## src/rtl/opfwd_pkg.sv

```systemverilog
package opfwd_pkg;
  // Operand source code; the values are seen at the ports.
  typedef enum logic [1:0] {
    FWD_RF  = 2'b00,
    FWD_WB  = 2'b01,
    FWD_EXM = 2'b10
  } fwd_sel_e;
endpackage

```

## src/rtl/fwd_match.sv

```systemverilog
// Decides whether one producer stage qualifies for one source register.
module fwd_match #(
  parameter int IDX_W = 5
) (
  input  logic             wr_en,
  input  logic [IDX_W-1:0] dst_idx,
  input  logic [IDX_W-1:0] src_idx,
  output logic             hit
);
  logic dst_live;
  assign dst_live = wr_en && (dst_idx != '0);
  assign hit      = dst_live && (dst_idx == src_idx);
endmodule

```

## src/rtl/fwd_prio.sv

```systemverilog
// Turns the two stage hits of one operand into a select code, newest first.
module fwd_prio
  import opfwd_pkg::*;
(
  input  logic     exm_hit,
  input  logic     mwb_hit,
  output fwd_sel_e sel
);
  always_comb begin
    if (exm_hit)      sel = FWD_EXM;
    else if (mwb_hit) sel = FWD_WB;
    else              sel = FWD_RF;
  end
endmodule

```

## src/rtl/fwd_mux.sv

```systemverilog
// Three-way operand mux driven by a select code.
module fwd_mux
  import opfwd_pkg::*;
#(
  parameter int DATA_W = 32
) (
  input  fwd_sel_e          sel,
  input  logic [DATA_W-1:0] rf_data,
  input  logic [DATA_W-1:0] exm_data,
  input  logic [DATA_W-1:0] mwb_data,
  output logic [DATA_W-1:0] opnd
);
  always_comb begin
    unique case (sel)
      FWD_EXM: opnd = exm_data;
      FWD_WB:  opnd = mwb_data;
      default: opnd = rf_data;
    endcase
  end
endmodule

```

## src/rtl/opfwd_unit.sv

```systemverilog
module opfwd_unit
  import opfwd_pkg::*;
#(
  parameter int IDX_W  = 5,
  parameter int DATA_W = 32
) (
  input  logic [IDX_W-1:0]  src_a_idx,
  input  logic [IDX_W-1:0]  src_b_idx,
  input  logic [DATA_W-1:0] rf_a_data,
  input  logic [DATA_W-1:0] rf_b_data,
  input  logic              exm_wr_en,
  input  logic [IDX_W-1:0]  exm_dst_idx,
  input  logic [DATA_W-1:0] exm_result,
  input  logic              mwb_wr_en,
  input  logic [IDX_W-1:0]  mwb_dst_idx,
  input  logic [DATA_W-1:0] mwb_result,
  output logic [1:0]        sel_a,
  output logic [1:0]        sel_b,
  output logic [DATA_W-1:0] opnd_a,
  output logic [DATA_W-1:0] opnd_b
);
  localparam int N_OPND = 2;

  logic [IDX_W-1:0]  src_idx [N_OPND];
  logic [DATA_W-1:0] rf_data [N_OPND];
  fwd_sel_e          sel_v   [N_OPND];
  logic [DATA_W-1:0] opnd_v  [N_OPND];

  assign src_idx[0] = src_a_idx;
  assign src_idx[1] = src_b_idx;
  assign rf_data[0] = rf_a_data;
  assign rf_data[1] = rf_b_data;

  for (genvar op = 0; op < N_OPND; op++) begin : g_opnd
    logic exm_hit;
    logic mwb_hit;

    fwd_match #(.IDX_W(IDX_W)) u_exm_match (
      .wr_en  (exm_wr_en),
      .dst_idx(exm_dst_idx),
      .src_idx(src_idx[op]),
      .hit    (exm_hit)
    );

    fwd_match #(.IDX_W(IDX_W)) u_mwb_match (
      .wr_en  (mwb_wr_en),
      .dst_idx(mwb_dst_idx),
      .src_idx(src_idx[op]),
      .hit    (mwb_hit)
    );

    fwd_prio u_prio (
      .exm_hit(exm_hit),
      .mwb_hit(mwb_hit),
      .sel    (sel_v[op])
    );

    fwd_mux #(.DATA_W(DATA_W)) u_mux (
      .sel     (sel_v[op]),
      .rf_data (rf_data[op]),
      .exm_data(exm_result),
      .mwb_data(mwb_result),
      .opnd    (opnd_v[op])
    );

    // Checks relating the select to the producer ports and the mux output.
    always_comb begin
      // only the three legal codes appear
      p_legal_code_r8: assert (sel_v[op] != fwd_sel_e'(2'b11))
        else $error("illegal select code");
      // a register-0 destination never feeds an operand
      p_zero_exm_r6: assert (!(exm_dst_idx == '0 && sel_v[op] == FWD_EXM))
        else $error("forwarded from register 0 (exm)");
      p_zero_mwb_r6: assert (!(mwb_dst_idx == '0 && sel_v[op] == FWD_WB))
        else $error("forwarded from register 0 (mwb)");
      // a non-writing producer is never chosen
      p_no_we_r5: assert (!((!exm_wr_en && sel_v[op] == FWD_EXM) ||
                            (!mwb_wr_en && sel_v[op] == FWD_WB)))
        else $error("forwarded from non-writing producer");
      // an older producer never wins over a qualifying younger one
      p_newest_r4: assert (!(sel_v[op] == FWD_WB && exm_wr_en &&
                             exm_dst_idx != '0 && exm_dst_idx == src_idx[op]))
        else $error("older producer preferred");
      // the operand carries the execute/memory result when selected
      p_exm_data_r2: assert (!(sel_v[op] == FWD_EXM) || opnd_v[op] == exm_result)
        else $error("operand mismatch on exm select");
      // an unforwarded operand carries its register-file value
      p_rf_data_r1: assert (!(sel_v[op] == FWD_RF) || opnd_v[op] == rf_data[op])
        else $error("operand mismatch on rf select");
    end
  end

  assign sel_a  = sel_v[0];
  assign sel_b  = sel_v[1];
  assign opnd_a = opnd_v[0];
  assign opnd_b = opnd_v[1];
endmodule

```

## config.mk

```make
export PLATFORM = sky130hd
export DESIGN_NAME = opfwd_unit
export DESIGN_NICKNAME = d
export VERILOG_FILES = /design/src/rtl/opfwd_pkg.sv /design/src/rtl/fwd_match.sv /design/src/rtl/fwd_prio.sv /design/src/rtl/fwd_mux.sv /design/src/rtl/opfwd_unit.sv
export SDC_FILE = /design/constraint.sdc
export NUM_CORES = 1
export LEC_CHECK = 0
export BUFFER_PORTS_ARGS = -buffer_cell sky130_fd_sc_hd__buf_2
export CORE_AREA = 2 2 84 86
export DETAILED_ROUTE_END_ITERATION = 6
export DIE_AREA = 0 0 86 88
export GPL_ROUTABILITY_DRIVEN = 0
export GPL_TIMING_DRIVEN = 0
export PLACE_DENSITY = 0.78
export SETUP_SLACK_MARGIN = 0.4
export SLEW_MARGIN = 20
export SYNTH_ARGS = -nofsm -noshare
export SYNTH_HDL_FRONTEND = slang
export SYNTH_SLANG_ARGS = --single-unit
```

## constraint.sdc

```tcl
create_clock -name vclk -period 1.8
set_clock_uncertainty 0.15 [all_clocks]
set_input_delay 0.09 -clock vclk [all_inputs]
set_output_delay 0.09 -clock vclk [all_outputs]
set_load 0.02 [all_outputs]
```

==> results.toml, run 1 <==
[outcome]
run_status = "finished, violations left"
violations = "negative setup slack"

[power]
p_total_mw = 1.662
power_leakage_nw = 2.128
p_per_area_mw_per_mm2 = 295.9
peakVddDrop_uv = 184.5

[yosys]
synth_cell_types = 26
ys_top_cells_by_area = "o31ai_1 (20%), a31oi_1 (17%), nor3_1 (14%), or4_1 (9.9%), nand4_1 (9.0%)"
yosys_warnings = 0
yosys.area.top_type_share_pct = 20.06
syn_nets = 543
synth_most_common_cell = "nor3_1"
synth_common_cells = "nor3_1 (64), a31oi_1 (63), o31ai_1 (63)"
syn_avg_cell_area_um2 = 5.998
netlist_area_mm2 = 0.002357
synth.yosys.seq_area_share_pct = 0
syn_inst = 393
yosys.area.top_type = "o31ai_1"

[global_routing]
antenna_found_initial = 0
grt_first_pass_wirelength_um = 22280
first_global_vias = 4475
track_usage_pct = 36.39
overflow = 0
grt_max_degree = 11

[cells_and_area]
nClkBuffers = 0
layout-drive-gt1-share_pct = 65.61
fin_nets = 780
regArea_um2 = 0
seq_cells = 0
area_growth_pct = 138.2
diodes = 0

[floorplanning]
dieWidth_um = 86
die_area_mm2 = 0.007568
io_pins = 218
rows = 30
core_area_mm2 = 0.006644
fp.dieH_um = 88
start_util_pct = 35.48

[sta]
post-route-min-period_ns = 2.109
rsz0062_at_grt = "yes"
relSlewSlack_pct = 65.28
fin_ws_ns = -0.3092
drv_slew = 0
tightest_slew_ns = 0.5208
finalHoldViolations = 0
min_period_over_period_pct = 117.2
max_freq_ghz = 0.4741
setup_viol = 68
setup_tns_ns = -15.28

[route]
vias = 4840
drt_iter0_markers = 369
drt_pre_antenna_iters = 5
routed_wl_um = 16720
viasPerCell = 6.836
wl_per_cell_um = 23.62
drc = 0
ant_nets = 0

[critical_path]
critPathMaxFanout = 10
endpoint_kind = "output port"
crit_slowest_cell = "or4_4"
setup.worst_path.start_class = "primary input"
path_cells = "buf_8 > or4_4 > o211ai_4 > buf_4 > buf_6 > clkbuf_8 > nor3_1 > a31oi_2 > buf_4"
worstPathArrival_ns = 1.87
slowest_delay_ns = 0.58
crit_type = "in2out"
cp.required_ns = 1.56
crit_top_cell = "buf_4"

[placed_design]
portBuffers = 218
dp_hpwl_um = 10280

[hold_path]
hp-class = "in2out"

[flow_run]
cap_violations = 0

[clock_network]
cts_hold_buf = 0
## critical path: cells and delay by family
kind	cells	cell delay, ns
AND/OR/NAND/NOR	2	0.66
AO/OA/AOI/OAI	2	0.44
buffers and inverters	5	0.66
## timing repair
action	CTS	global route
resized for setup	191	156
pin swaps	9	8
hold endpoints to repair	0	0
gates cloned	1	3
setup buffers	10	3
endpoints found under the setup margin	68	68
## worst paths after layout
| kind | depth (start not counted) | endpoint | slack (ns) | from |
|---|---|---|---|---|
| hold / removal | 4 | opnd_b[14] | 0.41 | rf_b_data[14] |
| setup / recovery | 9 | opnd_a[7] | -0.31 | exm_dst_idx[2] |
## cells by family (layout without fill, tap and decap cells)
logic type | count (synthesis) | in the layout | synth area share (%)
simple gates | 142 | 142 | 36.15
buf+inv | 99 | 334 | 17.09
xor+xnor | 20 | 20 | 7.431
compound gates | 132 | 132 | 39.33
## placed cells by master (no fill, tap or decap), types with 2 or more instances in the layout
cell       Yosys  layout
nand4_1       34      34
xnor2_2        0       3
clkbuf_16      0       3
o31ai_4        0      22
buf_2         19     151
nor3_1        64      63
clkbuf_8       0       6
buf_4          2      54
inv_1         33      33
clkbuf_1      39      11
buf_12         0       6
or3_1          2       2
a31oi_2        0      28
o31a_1         2       2
o211ai_4       0       2
a31oi_4        0      34
o31ai_1       63      24
xnor2_1       15      12
or4_4          1       8
o31ai_2        0      17
clkbuf_2       0      10
buf_8          0       8
buf_6          0      47
xor2_1         5       5
or4_1         31      24
nor4_4         0       3
or2_1          2       2
## power by group
group	internal (mW)	switching [mW]	total [mW]
Clock	0	0	0
Combinational	0.701	0.960	1.66
Sequential	0	0	0
## through the flow
step	hold slack (ns)	instances	utilization (%)	instance area, um2	setup slack, ns
after floorplan	0.2392	393	-	2838	0.02375
final	0.4137	708	84.52	5615	-0.3092
after global placement	0.4067	691	60.64	4029	-0.5266
after global routing	0.4177	708	84.52	5615	-0.3230
after CTS	0.4102	702	73.13	4858	-0.2416
after detailed placement	0.4170	691	60.64	4029	-0.5496
## area by class of cell
class / count / area, um2
Multi-Input combinational cell: 294 / 3156
Buffer: 64 / 599.3
Timing Repair Buffer: 235 / 1619
Tap cell: 80 / 100.1
Inverter: 35 / 141.4
Fill cell: 397 / 1028
## per-layer routing
layer,share of wire (%),vias up,track usage [%]
li1,-,2046,-
met2,50,438,66.88
met1,34,2246,41.80
met3,10,110,4.713
met4,6.2,0,16.59
met5,0,-,0
Note: power is estimated with default switching activity, not from simulation.
==> inputs of run 2 (changes only) <==
--- a/config.mk
+++ b/config.mk
@@ -6,12 +6,13 @@
 export NUM_CORES = 1
 export LEC_CHECK = 0
 export BUFFER_PORTS_ARGS = -buffer_cell sky130_fd_sc_hd__buf_2
-export CORE_AREA = 2 2 84 86
+export CELL_PAD_IN_SITES_DETAIL_PLACEMENT = 1
+export CELL_PAD_IN_SITES_GLOBAL_PLACEMENT = 1
+export CORE_UTILIZATION = 24
 export DETAILED_ROUTE_END_ITERATION = 6
-export DIE_AREA = 0 0 86 88
 export GPL_ROUTABILITY_DRIVEN = 0
 export GPL_TIMING_DRIVEN = 0
-export PLACE_DENSITY = 0.78
+export PLACE_DENSITY_LB_ADDON = 0.1
 export SETUP_SLACK_MARGIN = 0.4
 export SLEW_MARGIN = 20
 export SYNTH_ARGS = -nofsm -noshare
==> results.toml, run 2 (synthesized netlist as in run 1, its figures left out) <==
[outcome]
run_status = "finished, violations left"
violations = "negative setup slack"

[cells_and_area]
design_area_mm2 = 0.006113
seq_cells = 0
fillers = 1100
area_growth_pct = 159.3
final_cell_mix = "buf_2 (151), buf_6 (63), nor3_1 (50), a31oi_4 (45), buf_4 (35)"
nClkBuffers = 0
regArea_um2 = 0
mostFrequentLayoutCell = "buf_2"
fin_nets = 786
diodes = 0
layout-drive-gt1-share_pct = 71.29

[route]
drc = 0
viasPerCell = 6.084
drt_iter0_markers = 202
routed_wl_um = 18980
ant_nets = 0
drt_pre_antenna_iters = 5
wl_per_cell_um = 24.88
vias = 4642

[hold_path]
worstHoldEndpoint = "opnd_b[18]"
hold_depth = 4
hp-start = "rf_b_data[18]"
hp-class = "in2out"

[power]
peakVddDrop_uv = 139.1
p_total_mw = 1.777
power_leakage_nw = 2.284
p_per_area_mw_per_mm2 = 290.7

[placed_design]
dp_hpwl_um = 11740
dp_slack_ns = -0.6175
portBuffers = 218
placed_area_mm2 = 0.004090

[floorplanning]
dieWidth_um = 101.1
fp.dieH_um = 101.1
start_util_pct = 25.15
rows = 35
io_pins = 218
die_area_mm2 = 0.01022
core_area_mm2 = 0.009371

[critical_path]
cp.required_ns = 1.56
critPathMaxFanout = 10
endpoint_kind = "output port"
crit_type = "in2out"
setup.worst_path.start_class = "primary input"
worstPathArrival_ns = 1.90

[sta]
rsz0062_at_grt = "yes"
relSlewSlack_pct = 57.43
finalHoldViolations = 0
setup_viol = 68
drv_slew = 0
fin_ws_ns = -0.3370
max_freq_ghz = 0.4679
post-route-min-period_ns = 2.137
min_period_over_period_pct = 118.7
setup_tns_ns = -16.22
tightest_slew_ns = 0.6386

[global_routing]
antenna_found_initial = 1
track_usage_pct = 28.90
first_global_vias = 4520
overflow = 0
grt_first_pass_wirelength_um = 23630
grt_max_degree = 11

[clock_network]
cts_hold_buf = 0

[flow_run]
cap_violations = 0
[run 2: how the worst max path moves through the flow]
| stage | from | endpoint | depth (start not counted) |
|---|---|---|---|
| floorplan | exm_dst_idx[4] | sel_b[0] | 6 |
| global placement | mwb_dst_idx[0] | opnd_b[10] | 7 |
| detailed placement | mwb_dst_idx[0] | opnd_b[10] | 7 |
| CTS | exm_dst_idx[2] | opnd_a[0] | 9 |
| global route | exm_dst_idx[3] | opnd_a[13] | 8 |
| finish | exm_dst_idx[3] | opnd_a[1] | 8 |
[run 2: metrics by stage]
step / hold slack, ns / cells / util, %
floorplan: 0.2392 / 393 / -
global placement: 0.4127 / 740 / 43.64
detailed placement: 0.4225 / 740 / 43.64
CTS: 0.4156 / 757 / 55.31
global route: 0.4225 / 763 / 65.23
finish: 0.4109 / 763 / 65.23
[run 2: critical path, cell delays in order]
cell      delay [ns]
buf_2           0.16
xnor2_1         0.22
nand4_1         0.27
buf_4           0.24
clkbuf_1        0.24
nor3_1          0.45
a31oi_4         0.07
buf_6           0.15
[run 2: timing repair]
| action | 4_1_cts | 5_1_grt |
|---|---|---|
| setup endpoints to repair | 68 | 68 |
| hold endpoints to repair | 0 | 0 |
| pin swaps | 14 | 19 |
| gates cloned | 1 | 3 |
| setup buffers | 16 | 3 |
| resized for setup | 245 | 171 |
[run 2: cell type report]
class	count	area [um2]	share of cell area, %
Multi-Input combinational cell	294	3376	55.22
Timing Repair Buffer	241	1768	28.92
Buffer	64	664.4	10.87
Tap cell	129	161.4	2.640
Inverter	35	143.9	2.354
[run 2: metal layers]
layer	global-route usage, %	wire [um]
met1	35.58	7060
met2	54.42	9847
met3	2.774	1167
met4	5.240	906
met5	0	0
[run 2: report_power, final]
group / internal, mW / switching, mW
logic: 0.764 / 1.01
registers: 0 / 0
clock network: 0 / 0
==> inputs of run 3 (changes only) <==
--- a/config.mk
+++ b/config.mk
@@ -5,11 +5,12 @@
 export SDC_FILE = /design/constraint.sdc
 export NUM_CORES = 1
 export LEC_CHECK = 0
-export BUFFER_PORTS_ARGS = -buffer_cell sky130_fd_sc_hd__buf_2
 export CELL_PAD_IN_SITES_DETAIL_PLACEMENT = 1
 export CELL_PAD_IN_SITES_GLOBAL_PLACEMENT = 1
-export CORE_UTILIZATION = 24
+export CORE_AREA = 2 2 85 87
 export DETAILED_ROUTE_END_ITERATION = 6
+export DIE_AREA = 0 0 87 89
+export DONT_BUFFER_PORTS = 1
 export GPL_ROUTABILITY_DRIVEN = 0
 export GPL_TIMING_DRIVEN = 0
 export PLACE_DENSITY_LB_ADDON = 0.1
==> results.toml, run 3 (synthesized netlist as in run 1, its figures left out) <==
[route]
drt_iter0_markers = 220
drc = 0
wl_per_cell_um = 32.56
routed_wl_um = 16250
drt_pre_antenna_iters = 5
vias = 3834
viasPerCell = 7.683
ant_nets = 0

[critical_path]
crit_slowest_cell = "or4_4"
path_cells = "or4_4 > o211ai_4 > or2_1 > buf_6 > buf_12 > buf_12 > buf_16 > a31oi_4"
setup.worst_path.start_class = "primary input"
crit_type = "in2out"
crit_family = "simple AND/OR/NAND/NOR gates"
critPathMaxFanout = 5
slowest_delay_ns = 0.56
crit_top_cell = "buf_12"
critPathBufInv = 4
worstPathArrival_ns = 1.72
cp.required_ns = 1.56
endpoint_kind = "output port"

[sta]
min_period_over_period_pct = 108.7
whs_ns = 0.1816
max_freq_ghz = 0.5113
drv_slew = 0
tightest_slew_ns = 0.8829
relSlewSlack_pct = 41.14
rsz0062_at_grt = "yes"
post-route-min-period_ns = 1.956
fin_ws_ns = -0.1560
finalHoldViolations = 0
setup_viol = 67

[placed_design]
dp_hpwl_um = 9958
portBuffers = 0

[power]
peakVddDrop_uv = 228.2
power_leakage_nw = 1.321
p_total_mw = 1.320
p_per_area_mw_per_mm2 = 281.4

[cells_and_area]
fillers = 715
area_growth_pct = 98.94
regArea_um2 = 0
mostFrequentLayoutCell = "a31oi_4"
diodes = 0
fin_nets = 571
multiInputGateArea_mm2 = 0.003557
final_cell_mix = "a31oi_4 (55), nor3_1 (46), nand4_1 (34), inv_1 (33), o31ai_2 (30)"
layout-drive-gt1-share_pct = 55.85
seq_cells = 0
nClkBuffers = 0

[global_routing]
grt_max_degree = 11
overflow = 0
grt_first_pass_wirelength_um = 20080
antenna_found_initial = 0
track_usage_pct = 32.93
first_global_vias = 3723

[floorplanning]
die_area_mm2 = 0.007743
io_pins = 218
start_util_pct = 35.08
dieWidth_um = 87
core_area_mm2 = 0.006719
fp.dieH_um = 89
rows = 30

[outcome]
violations = "negative setup slack"
run_status = "finished, violations left"

[flow_run]
cap_violations = 0

[hold_path]
hp-class = "in2out"
## run 3: final timing paths
kind	slack, ns	cells after the start	from	endpoint
worst min-delay path	0.18	2	rf_b_data[23]	opnd_b[23]
worst max-delay path	-0.16	8	exm_dst_idx[2]	opnd_b[5]
## run 3: cell type report
cell class / count / share of cell area (%)
Buffer: 64 / 11.58
Inverter: 35 / 2.962
Multi-Input combinational cell: 294 / 75.85
Tap cell: 80 / 2.134
Timing Repair Buffer: 26 / 7.471
## run 3: through the flow
step	utilization, %	setup TNS, ns	instance area [um2]	setup WS (ns)	instances
after floorplan	-	0	2838	0.02375	393
after global placement	43.72	-16.36	2938	-0.3263	473
after detailed placement	43.72	-18.69	2938	-0.3607	473
after CTS	57.91	-6.487	3891	-0.1607	488
after global routing	69.80	-9.192	4690	-0.2088	499
final	69.80	-5.687	4690	-0.1560	499
## run 3: power breakdown
part	internal (mW)	total, mW	leakage (nW)	switching [mW]
clock network	0	0	0	0
registers	0	0	0	0
logic	0.470	1.32	1.32	0.849
## run 3: repair_timing
item	4_1_cts	5_1_grt
gates cloned	4	2
hold buffers	0	0
gates resized for setup	151	141
setup buffers	11	9
setup endpoints to repair	68	68
pin swaps	30	26
## run 3: routing by layer
layer / wire length [um] / global-route usage, % / up-vias
met5: 0 / 0 / -
met4: 626 / 7.244 / 0
met3: 1573 / 7.941 / 57
met2: 8383 / 60.37 / 282
met1: 5664 / 38.81 / 1860
li1: - / - / 1635
